File: config.mk
export PLATFORM = sky130hd
export DESIGN_NAME = intc_dual_bank
export DESIGN_NICKNAME = d
export VERILOG_FILES = /design/src/rtl/intc_pkg.sv /design/src/rtl/intc_sync.sv /design/src/rtl/intc_bank.sv /design/src/rtl/intc_dual_bank.sv
export SDC_FILE = /design/constraint.sdc
export NUM_CORES = 1
export LEC_CHECK = 0
export BUFFER_PORTS_ARGS = -buffer_cell sky130_fd_sc_hd__buf_4
export CAP_MARGIN = 30
export CORE_MARGIN = 2
export CORE_UTILIZATION = 55
export CTS_CLUSTER_SIZE = 10
export DETAILED_ROUTE_END_ITERATION = 8
export PLACE_DENSITY = 0.73
export SLEW_MARGIN = 20
export SYNTH_ARGS = -nofsm -noshare
export SYNTH_HDL_FRONTEND = slang
export SYNTH_SLANG_ARGS = --single-unit
File: constraint.sdc
create_clock -name clk -period 2.1 [get_ports clk]
set_input_delay 0.42 -clock clk [delete_from_list [all_inputs] [get_ports clk]]
set_output_delay 0.42 -clock clk [all_outputs]
set_load 0.01 [all_outputs]
File: src/rtl/intc_pkg.sv
package intc_pkg;

  typedef enum logic [2:0] {
    RIDX_SOURCE = 3'd0,
    RIDX_ENABLE = 3'd1,
    RIDX_ACK    = 3'd2,
    RIDX_MODE   = 3'd3,
    RIDX_POL    = 3'd4,
    RIDX_STATUS = 3'd5
  } reg_idx_e;

  localparam int NUM_BANKS = 2;

  // level detection: active when the input differs from the polarity bit
  function automatic logic level_active(input logic cur, input logic pol);
    return cur ^ pol;
  endfunction

  // edge detection: pol=1 rising, pol=0 falling
  function automatic logic edge_seen(input logic cur, input logic prev, input logic pol);
    return pol ? (cur & ~prev) : (~cur & prev);
  endfunction

endpackage

File: src/rtl/intc_sync.sv
module intc_sync #(
  parameter int WIDTH = 32
) (
  input  logic             clk,
  input  logic             rst_n,
  input  logic [WIDTH-1:0] raw_in,
  output logic [WIDTH-1:0] sync_out,
  output logic [WIDTH-1:0] sync_prev
);
  logic [WIDTH-1:0] stage1_q;
  logic [WIDTH-1:0] stage2_q;
  logic [WIDTH-1:0] prev_q;

  always_ff @(posedge clk or negedge rst_n) begin
    if (!rst_n) begin
      stage1_q <= '0;
      stage2_q <= '0;
      prev_q   <= '0;
    end else begin
      stage1_q <= raw_in;
      stage2_q <= stage1_q;
      prev_q   <= stage2_q;
    end
  end

  assign sync_out  = stage2_q;
  assign sync_prev = prev_q;
endmodule

File: src/rtl/intc_bank.sv
module intc_bank
  import intc_pkg::*;
#(
  parameter int LINES = 32
) (
  input  logic             clk,
  input  logic             rst_n,
  input  logic [LINES-1:0] line_now,
  input  logic [LINES-1:0] line_prev,
  input  logic             wr_enable,
  input  logic             wr_mode,
  input  logic             wr_pol,
  input  logic             wr_ack,
  input  logic [LINES-1:0] wdata,
  output logic [LINES-1:0] enable_q,
  output logic [LINES-1:0] mode_q,
  output logic [LINES-1:0] pol_q,
  output logic [LINES-1:0] source,
  output logic [LINES-1:0] status,
  output logic             req
);
  logic [LINES-1:0] latch_q;
  logic [LINES-1:0] edge_hit;
  logic [LINES-1:0] set_vec;
  logic [LINES-1:0] ack_vec;
  logic [LINES-1:0] level_vec;

  assign ack_vec = wr_ack ? wdata : '0;

  for (genvar i = 0; i < LINES; i++) begin : g_line
    assign edge_hit[i]  = edge_seen(line_now[i], line_prev[i], pol_q[i]);
    assign level_vec[i] = level_active(line_now[i], pol_q[i]);
    assign set_vec[i]   = edge_hit[i] & mode_q[i];
    assign source[i]    = mode_q[i] ? latch_q[i] : level_vec[i];
  end

  always_ff @(posedge clk or negedge rst_n) begin
    if (!rst_n) begin
      enable_q <= '0;
      mode_q   <= '0;
      pol_q    <= '0;
      latch_q  <= '0;
    end else begin
      if (wr_enable) enable_q <= wdata;
      if (wr_mode)   mode_q   <= wdata;
      if (wr_pol)    pol_q    <= wdata;
      latch_q <= (latch_q & ~ack_vec) | set_vec;
    end
  end

  assign status = source & enable_q;
  assign req    = |status;

  AST_ACK_CLEARS: assert property (@(posedge clk) disable iff (!rst_n)
    (latch_q & $past(ack_vec & ~set_vec)) == '0);
  AST_EDGE_LATCHES: assert property (@(posedge clk) disable iff (!rst_n)
    ($past(set_vec) & ~latch_q) == '0);
  AST_NO_SPURIOUS_SET: assert property (@(posedge clk) disable iff (!rst_n)
    (latch_q & ~$past(latch_q) & ~$past(set_vec)) == '0);
  AST_REQ_NEEDS_ENABLE: assert property (@(posedge clk) disable iff (!rst_n)
    req |-> (enable_q != '0));
endmodule

File: src/rtl/intc_dual_bank.sv
module intc_dual_bank
  import intc_pkg::*;
#(
  parameter int LINES  = 32,
  parameter int ADDR_W = 6
) (
  input  logic              clk,
  input  logic              rst_n,
  input  logic              bus_sel,
  input  logic              bus_wr,
  input  logic [ADDR_W-1:0] bus_addr,
  input  logic [LINES-1:0]  bus_wdata,
  output logic [LINES-1:0]  bus_rdata,
  input  logic [LINES-1:0]  irq_lines,
  output logic              irq_o,
  output logic              fiq_o
);
  localparam int BANK_BIT = ADDR_W - 1;

  logic [LINES-1:0] line_now;
  logic [LINES-1:0] line_prev;

  logic [LINES-1:0] enable_q [NUM_BANKS];
  logic [LINES-1:0] mode_q   [NUM_BANKS];
  logic [LINES-1:0] pol_q    [NUM_BANKS];
  logic [LINES-1:0] source   [NUM_BANKS];
  logic [LINES-1:0] status   [NUM_BANKS];
  logic [NUM_BANKS-1:0] req;

  reg_idx_e reg_idx;
  logic     bank_pick;
  logic     wr_go;

  assign reg_idx   = reg_idx_e'(bus_addr[4:2]);
  assign bank_pick = bus_addr[BANK_BIT];
  assign wr_go     = bus_sel & bus_wr;

  intc_sync #(.WIDTH(LINES)) u_sync (
    .clk      (clk),
    .rst_n    (rst_n),
    .raw_in   (irq_lines),
    .sync_out (line_now),
    .sync_prev(line_prev)
  );

  for (genvar b = 0; b < NUM_BANKS; b++) begin : g_bank
    logic hit;
    assign hit = wr_go & (bank_pick == b[0]);
    intc_bank #(.LINES(LINES)) u_bank (
      .clk      (clk),
      .rst_n    (rst_n),
      .line_now (line_now),
      .line_prev(line_prev),
      .wr_enable(hit & (reg_idx == RIDX_ENABLE)),
      .wr_mode  (hit & (reg_idx == RIDX_MODE)),
      .wr_pol   (hit & (reg_idx == RIDX_POL)),
      .wr_ack   (hit & (reg_idx == RIDX_ACK)),
      .wdata    (bus_wdata),
      .enable_q (enable_q[b]),
      .mode_q   (mode_q[b]),
      .pol_q    (pol_q[b]),
      .source   (source[b]),
      .status   (status[b]),
      .req      (req[b])
    );
  end

  always_comb begin
    bus_rdata = '0;
    if (bus_sel && !bus_wr) begin
      unique case (reg_idx)
        RIDX_SOURCE: bus_rdata = source[bank_pick];
        RIDX_ENABLE: bus_rdata = enable_q[bank_pick];
        RIDX_MODE:   bus_rdata = mode_q[bank_pick];
        RIDX_POL:    bus_rdata = pol_q[bank_pick];
        RIDX_STATUS: bus_rdata = status[bank_pick];
        default:     bus_rdata = '0;
      endcase
    end
  end

  assign irq_o = req[0];
  assign fiq_o = req[1];

  AST_IRQ_MASKED_QUIET: assert property (@(posedge clk) disable iff (!rst_n)
    (enable_q[0] == '0) |-> !irq_o);
  AST_FIQ_MASKED_QUIET: assert property (@(posedge clk) disable iff (!rst_n)
    (enable_q[1] == '0) |-> !fiq_o);
endmodule

Word-level counts from Yosys, hierarchy flattened:

Index checks and enable logic that the tools add are counted.

* mux-type cells: 147
* equality and inequality tests: 5
* magnitude comparators: 1
* reductions and logical operators: 5
* bitwise gates (word level): 277

Operators with widths (number)
* two-way mux 32 bit: 18
* one-hot mux 32 bit (5 select lines): 1
* bitwise AND 1 bit: 139
* bitwise AND 32 bit: 4
* two-way mux 1 bit: 128
* inverter 1 bit: 65
* inverter 32 bit: 2
* bitwise OR 32 bit: 2
* OR reduction 32 bit: 2
* XOR 1 bit: 64
* equality test 3 x 2 -> 1 bit (second input constant): 2
* equality test 3 bit (second input constant): 2
* equality test 3 x 1 -> 1 bit (second input constant): 1
* zero test 3 bit: 1
* >= comparator 2 bit (second input constant): 1
* inverter 1 -> 2 bit: 1
* logical AND 1 bit: 1
* zero test 1 bit: 1

* register bits after elaboration: 352
* logic and storage cells: 446

Longest topological paths before layout:

Gate-level depths: netlist (run 1).

* depth in word-level cells: 8
* gate-level depth with buffers: 9
* gate-level depth less buffers: 5

Hierarchy:

A second synthesis (run 1) with hierarchy kept.

* cell total of the unflattened synthesis: 1541
* area total of the unflattened synthesis: 17743.3 µm²

Modules (own cells, without submodules)
* intc_bank: area each 6287.3 µm², cells each 548, seq. area each 3203.1 µm², instances 2
* intc_dual_bank: area each 2766.4 µm², cells each 349, seq. area each 0.0 µm², instances 1
* intc_sync: area each 2402.3 µm², cells each 96, seq. area each 2402.3 µm², instances 1

Worst setup path after synthesis (run 1):

Ideal clock, no wire load.

* path kind: input -> output
* from: input port bus_addr[2]
* to: output port bus_rdata[10]
* stages on the path: 8
* setup slack: 0.058 ns
* data arrival time: 1.622 ns
* data required time: 1.680 ns
* buffers on the path: 3
* cells stage by stage: buf_4 -> and3b_1 -> buf_6 -> buf_6 -> a221oi_1 -> o21ai_1 -> a22oi_1 -> nor2_1

* word-level cells in the longest chain between the ends: 3
* elaborated cells between the ends (all ways): 7
* classes of those cells: eq/ne (4); mux (2); reduce/logical (1)

RTL lines
* from (decl): line intc_dual_bank.sv:11 `input logic [ADDR_W-1:0] bus_addr,`
* equality test 3 bit, or another cell as far along: line intc_dual_bank.sv:71 `unique case (reg_idx)`
* one-hot mux 32 bit (5 select lines) *: line intc_dual_bank.sv:71
* two-way mux 32 bit *: line intc_dual_bank.sv:70 `if (bus_sel && !bus_wr) begin`
* to (decl): line intc_dual_bank.sv:13 `output logic [LINES-1:0] bus_rdata,`

Every way passes the cells marked *; elsewhere a longest branch is shown, timed or not.

Worst setup path in the final report (run 1):

* from: register u_sync.stage2_q[27] (netlist: u_sync.sync_out[27])
* to: output port fiq_o

* word-level cells in the longest chain between the ends: 4

RTL lines
* from (decl): line intc_sync.sv:11 `logic [WIDTH-1:0] stage2_q;`
* from (signal assigned): line intc_sync.sv:21 `stage2_q <= stage1_q;`
* XOR 1 bit: line intc_pkg.sv:16 `return cur ^ pol;`
* two-way mux 1 bit: line intc_bank.sv:34 `assign source[i] = mode_q[i] ? latch_q[i] : level_vec[i];`
* bitwise AND 32 bit: line intc_bank.sv:51 `assign status = source & enable_q;`
* OR reduction 32 bit: line intc_bank.sv:52 `assign req = |status;`
* to (decl): line intc_dual_bank.sv:16 `output logic fiq_o`

Every way passes these cells.

==> results of run 1 <==
==> cell type report <==
cell class | instances | share of cell area, %
Sequential cell | 352 | 38.6
Multi-Input combinational cell | 1082 | 36.5
Timing Repair Buffer | 413 | 17.2
Clock buffer | 50 | 5.05
Tap cell | 396 | 2.17
Inverter | 24 | 0.394
Clock inverter | 3 | 0.186
==> layer usage <==
metal / vias up / share of wire (%)
li1: 6419 / -
met4: 0 / 4.3
met1: 7304 / 40
met2: 662 / 48
met5: - / 0
met3: 173 / 7.2
==> power breakdown <==
part	switching (mW)	internal, mW	total, mW
registers	1.13	8.13	9.25
logic	2.52	2.87	5.39
clock network	2.65	3.94	6.59
total	6.30	14.9	21.2
==> critical path: stages, from the launching register on <==
cell       delay (ns)
dfrtp_2          0.44
xor2_1           0.17
o211ai_1         0.35
o2111ai_2        0.23
nor4_2           0.27
buf_4            0.18
nand2_4          0.06
buf_6            0.13
==> layout by cell type (no fill, tap or decap), drive strengths merged, types with 24 or more instances in the layout <==
master / n
buf: 381
nand2: 139
nand3b: 35
a21oi: 77
nand2b: 74
mux2i: 45
o21ai: 144
o211ai: 71
dlygate4sd3: 32
xor2: 64
inv: 24
nor2: 54
o22ai: 37
dfrtp: 352
mux2: 169
a22oi: 45
clkbuf: 50
a221oi: 30
a22o: 64
==> repair_timing <==
action                                  CTS  global route
endpoints found under the setup margin   34            34
resized for setup                       123            61
hold buffers                             31             1
setup buffers                            30             8
endpoints found under the hold margin    66             1
gates cloned                              5             0
pin swaps                                85            51
==> through the flow <==
step / setup slack (ns) / TNS (ns) / power, mW / hold slack (ns) / instance area (um2)
finish: -0.684 / -9.31 / 21.2 / 0.00166 / 22900
floorplan: 0.0577 / 0 / 11.7 / 0.124 / 17000
global placement: -0.279 / -8.60 / 13.7 / 0.332 / 20200
detailed placement: -0.293 / -11.10 / 14.0 / 0.335 / 20200
global route: -0.759 / -11.82 / 22.1 / 0.000852 / 22900
CTS: -0.678 / -9.22 / 20.9 / 0.00275 / 22500
==> flip-flops by register name (all words and copies together) (netlist names) <==
name,count
g_bank.u_bank.enable_q,64
g_bank.u_bank.latch_q,64
u_sync.sync_out,32
g_bank.u_bank.mode_q,64
u_sync.sync_prev,32
g_bank.u_bank.pol_q,64
u_sync.stage1_q,32
==> worst max-delay path by stage <==
| stage | to | slack (ns) | depth (start not counted) |
|---|---|---|---|
| after floorplan | bus_rdata[10] | 0.06 | 8 |
| after global placement | fiq_o | -0.28 | 8 |
| after detailed placement | bus_rdata[20] | -0.29 | 9 |
| after CTS | fiq_o | -0.68 | 8 |
| after global routing | irq_o | -0.76 | 7 |
| final | fiq_o | -0.68 | 7 |
==> kinds of logic after synthesis <==
group                  Yosys count
AO/OA/AOI/OAI                  484
flip-flops                     352
AND/OR/NAND/NOR                320
multiplexers                   214
buffers and inverters           98
XOR/XNOR                        64
==> summary.txt, run 1 <==
Layout
  – Fillers: 1951
  – Final #Nets: 1989
  – Fin util: 75.0%
  – Multi-input logic area: 8350 um2
  – Antenna cells: 0
  – Ratio of cells with drive above 1 in the final layout: 36.8%
  – Reg area: 8820 um2
  – Synth-to-Final Area Change: 34.5%
  – Layout Cells excl Fill: 2320

Worst setup path
  – Worst setup EP type: primary output
  – Crit path from: u_sync.sync_out[27]$_DFF_PN0_
  – Crit-path max FO: 6
  – Crit path DAT: 2.36 ns
  – FF-to-FF setup slack: 0.83 ns
  – FF-to-FF path depth: 4
  – Reg-to-Reg End: g_bank[0].u_bank.latch_q[21]$_DFF_PN0_
  – Startpoint Class: register
  – Crit Reg-Reg Startpoint: u_sync.sync_out[21]$_DFF_PN0_
  – Data required time of the critical path: 1.68 ns
  – Critical path type: reg -> out

Timing
  – Skew final: 0.0109 ns
  – Slew at the pin closest to its max-slew limit: 0.512 ns
  – RSZ-0062 raised after global routing: true
  – Hold Fails Final Rpt: 0
  – Fmax: 0.359 GHz
  – Tcrit/Tclk final: 133%
  – Final setup fails: 34
  – Setup ws final: -0.684 ns
  – Tmin final: 2.78 ns
  – Final max-slew violation count: 0
  – Rel. slew slack: 65.8%

Synthesis
  – Yosys cell types: 38
  – Avg Cell Area, Syn: 11.1 um2
  – Yosys top cell area share: 51.8%
  – Count of state elements after synthesis: 352
  – Sequential share of the synthesized area: 51.8%
  – Largest family of logic cells by synthesized area: compound AO/OA/AOI/OAI gates
  – Post-synthesis async set-or-reset flop share: 100%
  – Cell Area, Synth: 17000 um2
  – Synth Flop Type: dfrtp_1
  – Most common library cells after synthesis: dfrtp_1 (352), mux2_2 (165), nand2_1 (139)
  – Syn nets: 1606
  – Mux contribution to synthesized area: 13.8%
  – Post-synth EDFFs: 0
  – Synth Area in Compound Gates: 18.6%
  – Synth area leaders: dfrtp_1 (52%), mux2_2 (11%), o21ai_0 (3.6%)
  – Most common cell in the netlist: dfrtp_1
  – Post-Synth XOR/XNOR Area: 3.30%
  – Syn Inst Count: 1532
  – Area share of and/or/nand/nor cells after synthesis: 9.54%
  – Synth Area in Adders: 0%
  – Synth warnings: 0
  – Largest area contributor in the netlist: dfrtp_1

Place
  – Post-DP HPWL: 32000 um
  – IO buf count: 105
  – DP Cell Count: 2197
  – RePlAce Congestion: 0.872

Global routing
  – Met3 usage: 5.41%
  – M1 GR Usage: 41.2%
  – Largest net degree at the start of global routing: 53
  – Gr busiest metal: met2
  – First-pass GRT wire length: 80300 um
  – Number of global-route vias before repair: 14694
  – Overall Global Routing Usage: 31.2%
  – Met2 Use GR: 50.6%
  – Initial antenna violation count: 0
  – Grt total ovfl: 0

Route
  – Routed via count: 14558
  – First-iteration detailed-routing DRC count: 1234
  – Vias per cell: 6.28
  – 1st-pass router iterations: 5
  – Drt total wl: 51700 um
  – Final ANT Viol Nets: 0
  – DRC errors left: 0
  – Routed length per placed instance: 22.3 um

Clock network
  – Clock slew at reported path FFs: 0.05 ns
  – H-tree levels: 2
  – CTS tree: yes
  – Bufs on Longest Clock Path: 3
  – Insertion delay to the later sink of the worst-skew pair: 0.53 ns
  – Clock buffer count from CTS: 42
  – CTS Root Cell: clkbuf_16
  – # clock sinks: 352

Worst hold path
  – Hold Path Sink: u_sync.stage1_q[26]$_DFF_PN0_
  – Hold depth: 1
  – Hold_sp: irq_lines[26]
  – Worst Hold Class: in -> reg

Power
  – Static leakage: 9.95 nW
  – Maximum vdd drop: 0.670 mV
  – Pwr per Cell Area: 928 nW/um2

Floorplan
  – Die width: 180 um
  – Die Ht: 180 um
  – Initial Util: 55.7%
  – Die ar.: 32300 um2
  – Core Box Area: 30500 um2
  – # rows: 64
  – I/O Pins: 108

Flow run
  – Max-cap violations: 0

Outcome
  – Status: complete, but fails checks
  – Failing checks: negative setup slack
(Power assumes the default switching activity.)
==> run 2: changes to the inputs <==
- CAP_MARGIN: 30 -> 25
- CELL_PAD_IN_SITES_DETAIL_PLACEMENT: default -> 2
- CELL_PAD_IN_SITES_GLOBAL_PLACEMENT: default -> 2
- CORE_UTILIZATION: 55 -> 41
- PLACE_DENSITY: 0.73 -> default
- PLACE_DENSITY_LB_ADDON: default -> 0.1
==> run 2 against run 1 <==
- the flow still finishes with violations (negative setup slack)
- largest cell class unchanged
- clock power rose by 11%
- design area rose by 3.0%
- power rose by 14%
- first-iteration DRC count rose by 18%
- sequential share of layout area fell by 1.1 points
- largest power group unchanged
- via count rose by 14%
- clock skew rose by 0.0054 ns
==> summary.txt, run 2 (same netlist as run 1, synthesis figures left out) <==
Worst setup path
  – Critical Path Max Stage Delay: 0.45 ns (was 0.44 ns)
  – Crit-path max FO: 3 (was 6)
  – FF-to-FF path depth: 5 (was 4)
  – Worst-path cell chain: xor2_1 -> o211ai_1 -> o2111ai_1 -> nor4_2 -> buf_4 -> nand3_4 -> buf_6 (was xor2_1 -> o211ai_1 -> o2111ai_2 -> nor4_2 -> buf_4 -> nand2_4 -> buf_6)
  – Data required time of the critical path: 1.68 ns (about the same)
  – Critical path type: reg -> out (unchanged)
  – Worst setup EP type: primary output (unchanged)
  – Slowest cell on the critical path: dfrtp_1 (was dfrtp_2)
  – Startpoint Class: register (unchanged)
  – Crit path DAT: 2.77 ns (was 2.36 ns)

Timing
  – Tcrit/Tclk final: 152% (was 133%)
  – Tmin final: 3.19 ns (was 2.78 ns)
  – Final setup fails: 34 (unchanged)
  – Final max-slew violation count: 0 (unchanged)
  – Fmax: 0.314 GHz (was 0.359 GHz)
  – Rel. slew slack: 60.8% (was 65.8%)
  – Slew at the pin closest to its max-slew limit: 0.583 ns (was 0.512 ns)
  – Hold Fails Final Rpt: 0 (unchanged)
  – WHS: 0.137 ns (was 0.00166 ns)
  – Skew final: 0.0163 ns (was 0.0109 ns)
  – Setup ws final: -1.09 ns (was -0.684 ns)
  – RSZ-0062 raised after global routing: true (unchanged)

Global routing
  – Number of global-route vias before repair: 18129 (was 14694)
  – Largest net degree at the start of global routing: 52 (was 53)
  – Grt total ovfl: 0 (unchanged)
  – Overall Global Routing Usage: 36.2% (was 31.2%)
  – Initial antenna violation count: 1 (was 0)
  – First-pass GRT wire length: 119000 um (was 80300 um)

Power
  – Maximum vdd drop: 1.10 mV (was 0.670 mV)
  – Pwr per Cell Area: 1030 nW/um2 (was 928 nW/um2)
  – Static leakage: 10.1 nW (was 9.95 nW)

Clock network
  – Bufs on Longest Clock Path: 3 (unchanged)
  – # clock sinks: 352 (unchanged)
  – CTS tree: yes (unchanged)
  – Clock buffer count from CTS: 43 (was 42)
  – Insertion delay to the later sink of the worst-skew pair: 0.60 ns (was 0.53 ns)
  – Clock slew at reported path FFs: 0.07 ns (was 0.05 ns)
  – H-tree levels: 2 (unchanged)
  – CTS Root Cell: clkbuf_16 (unchanged)

Floorplan
  – I/O Pins: 108 (unchanged)
  – # rows: 74 (was 64)
  – Core Box Area: 40900 um2 (was 30500 um2)
  – Die ar.: 43100 um2 (was 32300 um2)
  – Die Ht: 208 um (was 180 um)
  – Initial Util: 41.5% (was 55.7%)
  – Die width: 208 um (was 180 um)

Layout
  – Synth-to-Final Area Change: 38.6% (was 34.5%)
  – Fin util: 57.6% (was 75.0%)
  – Reg area: 8830 um2 (was 8820 um2)
  – Most frequent cells in the layout: buf_4 (339), dfrtp_1 (333), mux2_2 (165), nand2_1 (138), o21ai_0 (91) (was dfrtp_1 (344), buf_4 (299), mux2_2 (165), nand2_1 (138), o21ai_0 (101))
  – Final #Nets: 2022 (was 1989)
  – Multi-input logic area: 8730 um2 (was 8350 um2)
  – Ratio of cells with drive above 1 in the final layout: 40.9% (was 36.8%)
  – Antenna cells: 0 (unchanged)
  – Commonest non-fill, non-tap cell in the layout: buf_4 (was dfrtp_1)
  – Fillers: 3861 (was 1951)

Route
  – Routed via count: 16601 (was 14558)
  – Routed length per placed instance: 37.3 um (was 22.3 um)
  – Drt total wl: 93200 um (was 51700 um)
  – 1st-pass router iterations: 5 (unchanged)
  – DRC errors left: 0 (unchanged)
  – Final ANT Viol Nets: 0 (unchanged)
  – Vias per cell: 6.64 (was 6.28)
  – First-iteration detailed-routing DRC count: 1462 (was 1234)

Worst hold path
  – Hold depth: 2 (was 1)
  – Worst Hold Class: in -> reg (unchanged)

Place
  – IO buf count: 105 (unchanged)
  – RePlAce Congestion: 0.816 (was 0.872)
  – Post-DP HPWL: 42800 um (was 32000 um)

Outcome
  – Failing checks: negative setup slack (unchanged)
  – Status: complete, but fails checks (unchanged)

Flow run
  – Max-cap violations: 0 (unchanged)
==> run 2: cell types whose count changed in the layout (fill, tap and decap cells not counted), moves of 7 or more <==
| cell | before | now |
|---|---|---|
| a22oi_1 | 35 | 28 |
| a22oi_2 | 10 | 17 |
| buf_12 | 39 | 30 |
| buf_4 | 299 | 339 |
| clkbuf_1 | 4 | 13 |
| dfrtp_1 | 344 | 333 |
| dfrtp_2 | 8 | 19 |
| o21ai_0 | 101 | 91 |
| o21ai_1 | 36 | 25 |
| o21ai_2 | 7 | 25 |
| xor2_1 | 47 | 31 |
| xor2_2 | 15 | 26 |
==> run 2: where the power goes <==
group / switching (mW) / leakage, nW / internal (mW)
Combinational: 3.89 / 5.34 / 3.25
Sequential: 1.60 / 4.17 / 8.12
Clock: 3.29 / 0.606 / 4.00
Total: 8.78 / 10.1 / 15.4
==> run 2: cell type report <==
class / instances / share of cell area (%)
inverter: 24 / 0.382
clock inverter: 5 / 0.260
clock buffer: 60 / 5.01
timing repair buffer: 445 / 17.0
sequential: 352 / 37.5
tap: 532 / 2.83
multi-input combinational: 1082 / 37.1
==> run 2: critical path: cells and delay by family (launching register included) <==
family	cells	cell delay [ns]
compound gates	2	0.71
flops	1	0.45
buf+inv	2	0.36
simple gates	2	0.43
xor+xnor	1	0.21
==> run 2: metal layers <==
layer	up-vias	track usage (%)	part of all wire, %
li1	6445	-	-
met1	8645	42.5	36
met2	1012	63.5	49
met3	497	5.84	6.9
met4	2	19.6	7.8
met5	-	0	0.013
==> run 2: final timing paths <==
| kind | startpoint | slack [ns] | endpoint |
|---|---|---|---|
| min | bus_wdata[17] | 0.14 | g_bank[0].u_bank.enable_q[17]$_DFFE_PN0P_ |
| max | u_sync.sync_out[9]$_DFF_PN0_ | -1.09 | irq_o |
| min in group asynchronous | rst_n | 0.38 | u_sync.stage1_q[5]$_DFF_PN0_ |
| min reg2reg | u_sync.stage1_q[19]$_DFF_PN0_ | 0.35 | u_sync.sync_out[19]$_DFF_PN0_ |
| max reg2reg | u_sync.sync_out[23]$_DFF_PN0_ | 0.49 | g_bank[0].u_bank.latch_q[23]$_DFF_PN0_ |
| max in group asynchronous | rst_n | 0.91 | u_sync.sync_out[30]$_DFF_PN0_ |
==> run 2: stage by stage <==
step	total power, mW	cell area, um2	setup slack (ns)	TNS [ns]	std cells
final	24.2	23600	-1.09	-17.58	2500
after floorplan	11.7	17000	0.0577	0	1532
after global routing	24.7	23600	-1.06	-18.96	2500
after detailed placement	14.6	20500	-0.437	-29.16	2358
after CTS	22.3	22800	-0.939	-13.67	2477
after global placement	14.1	20500	-0.371	-17.81	2358
==> run 2: what timing repair did <==
item / CTS / global route
hold endpoints to repair: 70 / 0
buffers inserted: 26 / 26
hold buffers: 33 / 0
cloned: 0 / 2
gates resized for setup: 161 / 105
endpoints found under the setup margin: 34 / 34
pin swaps: 85 / 80
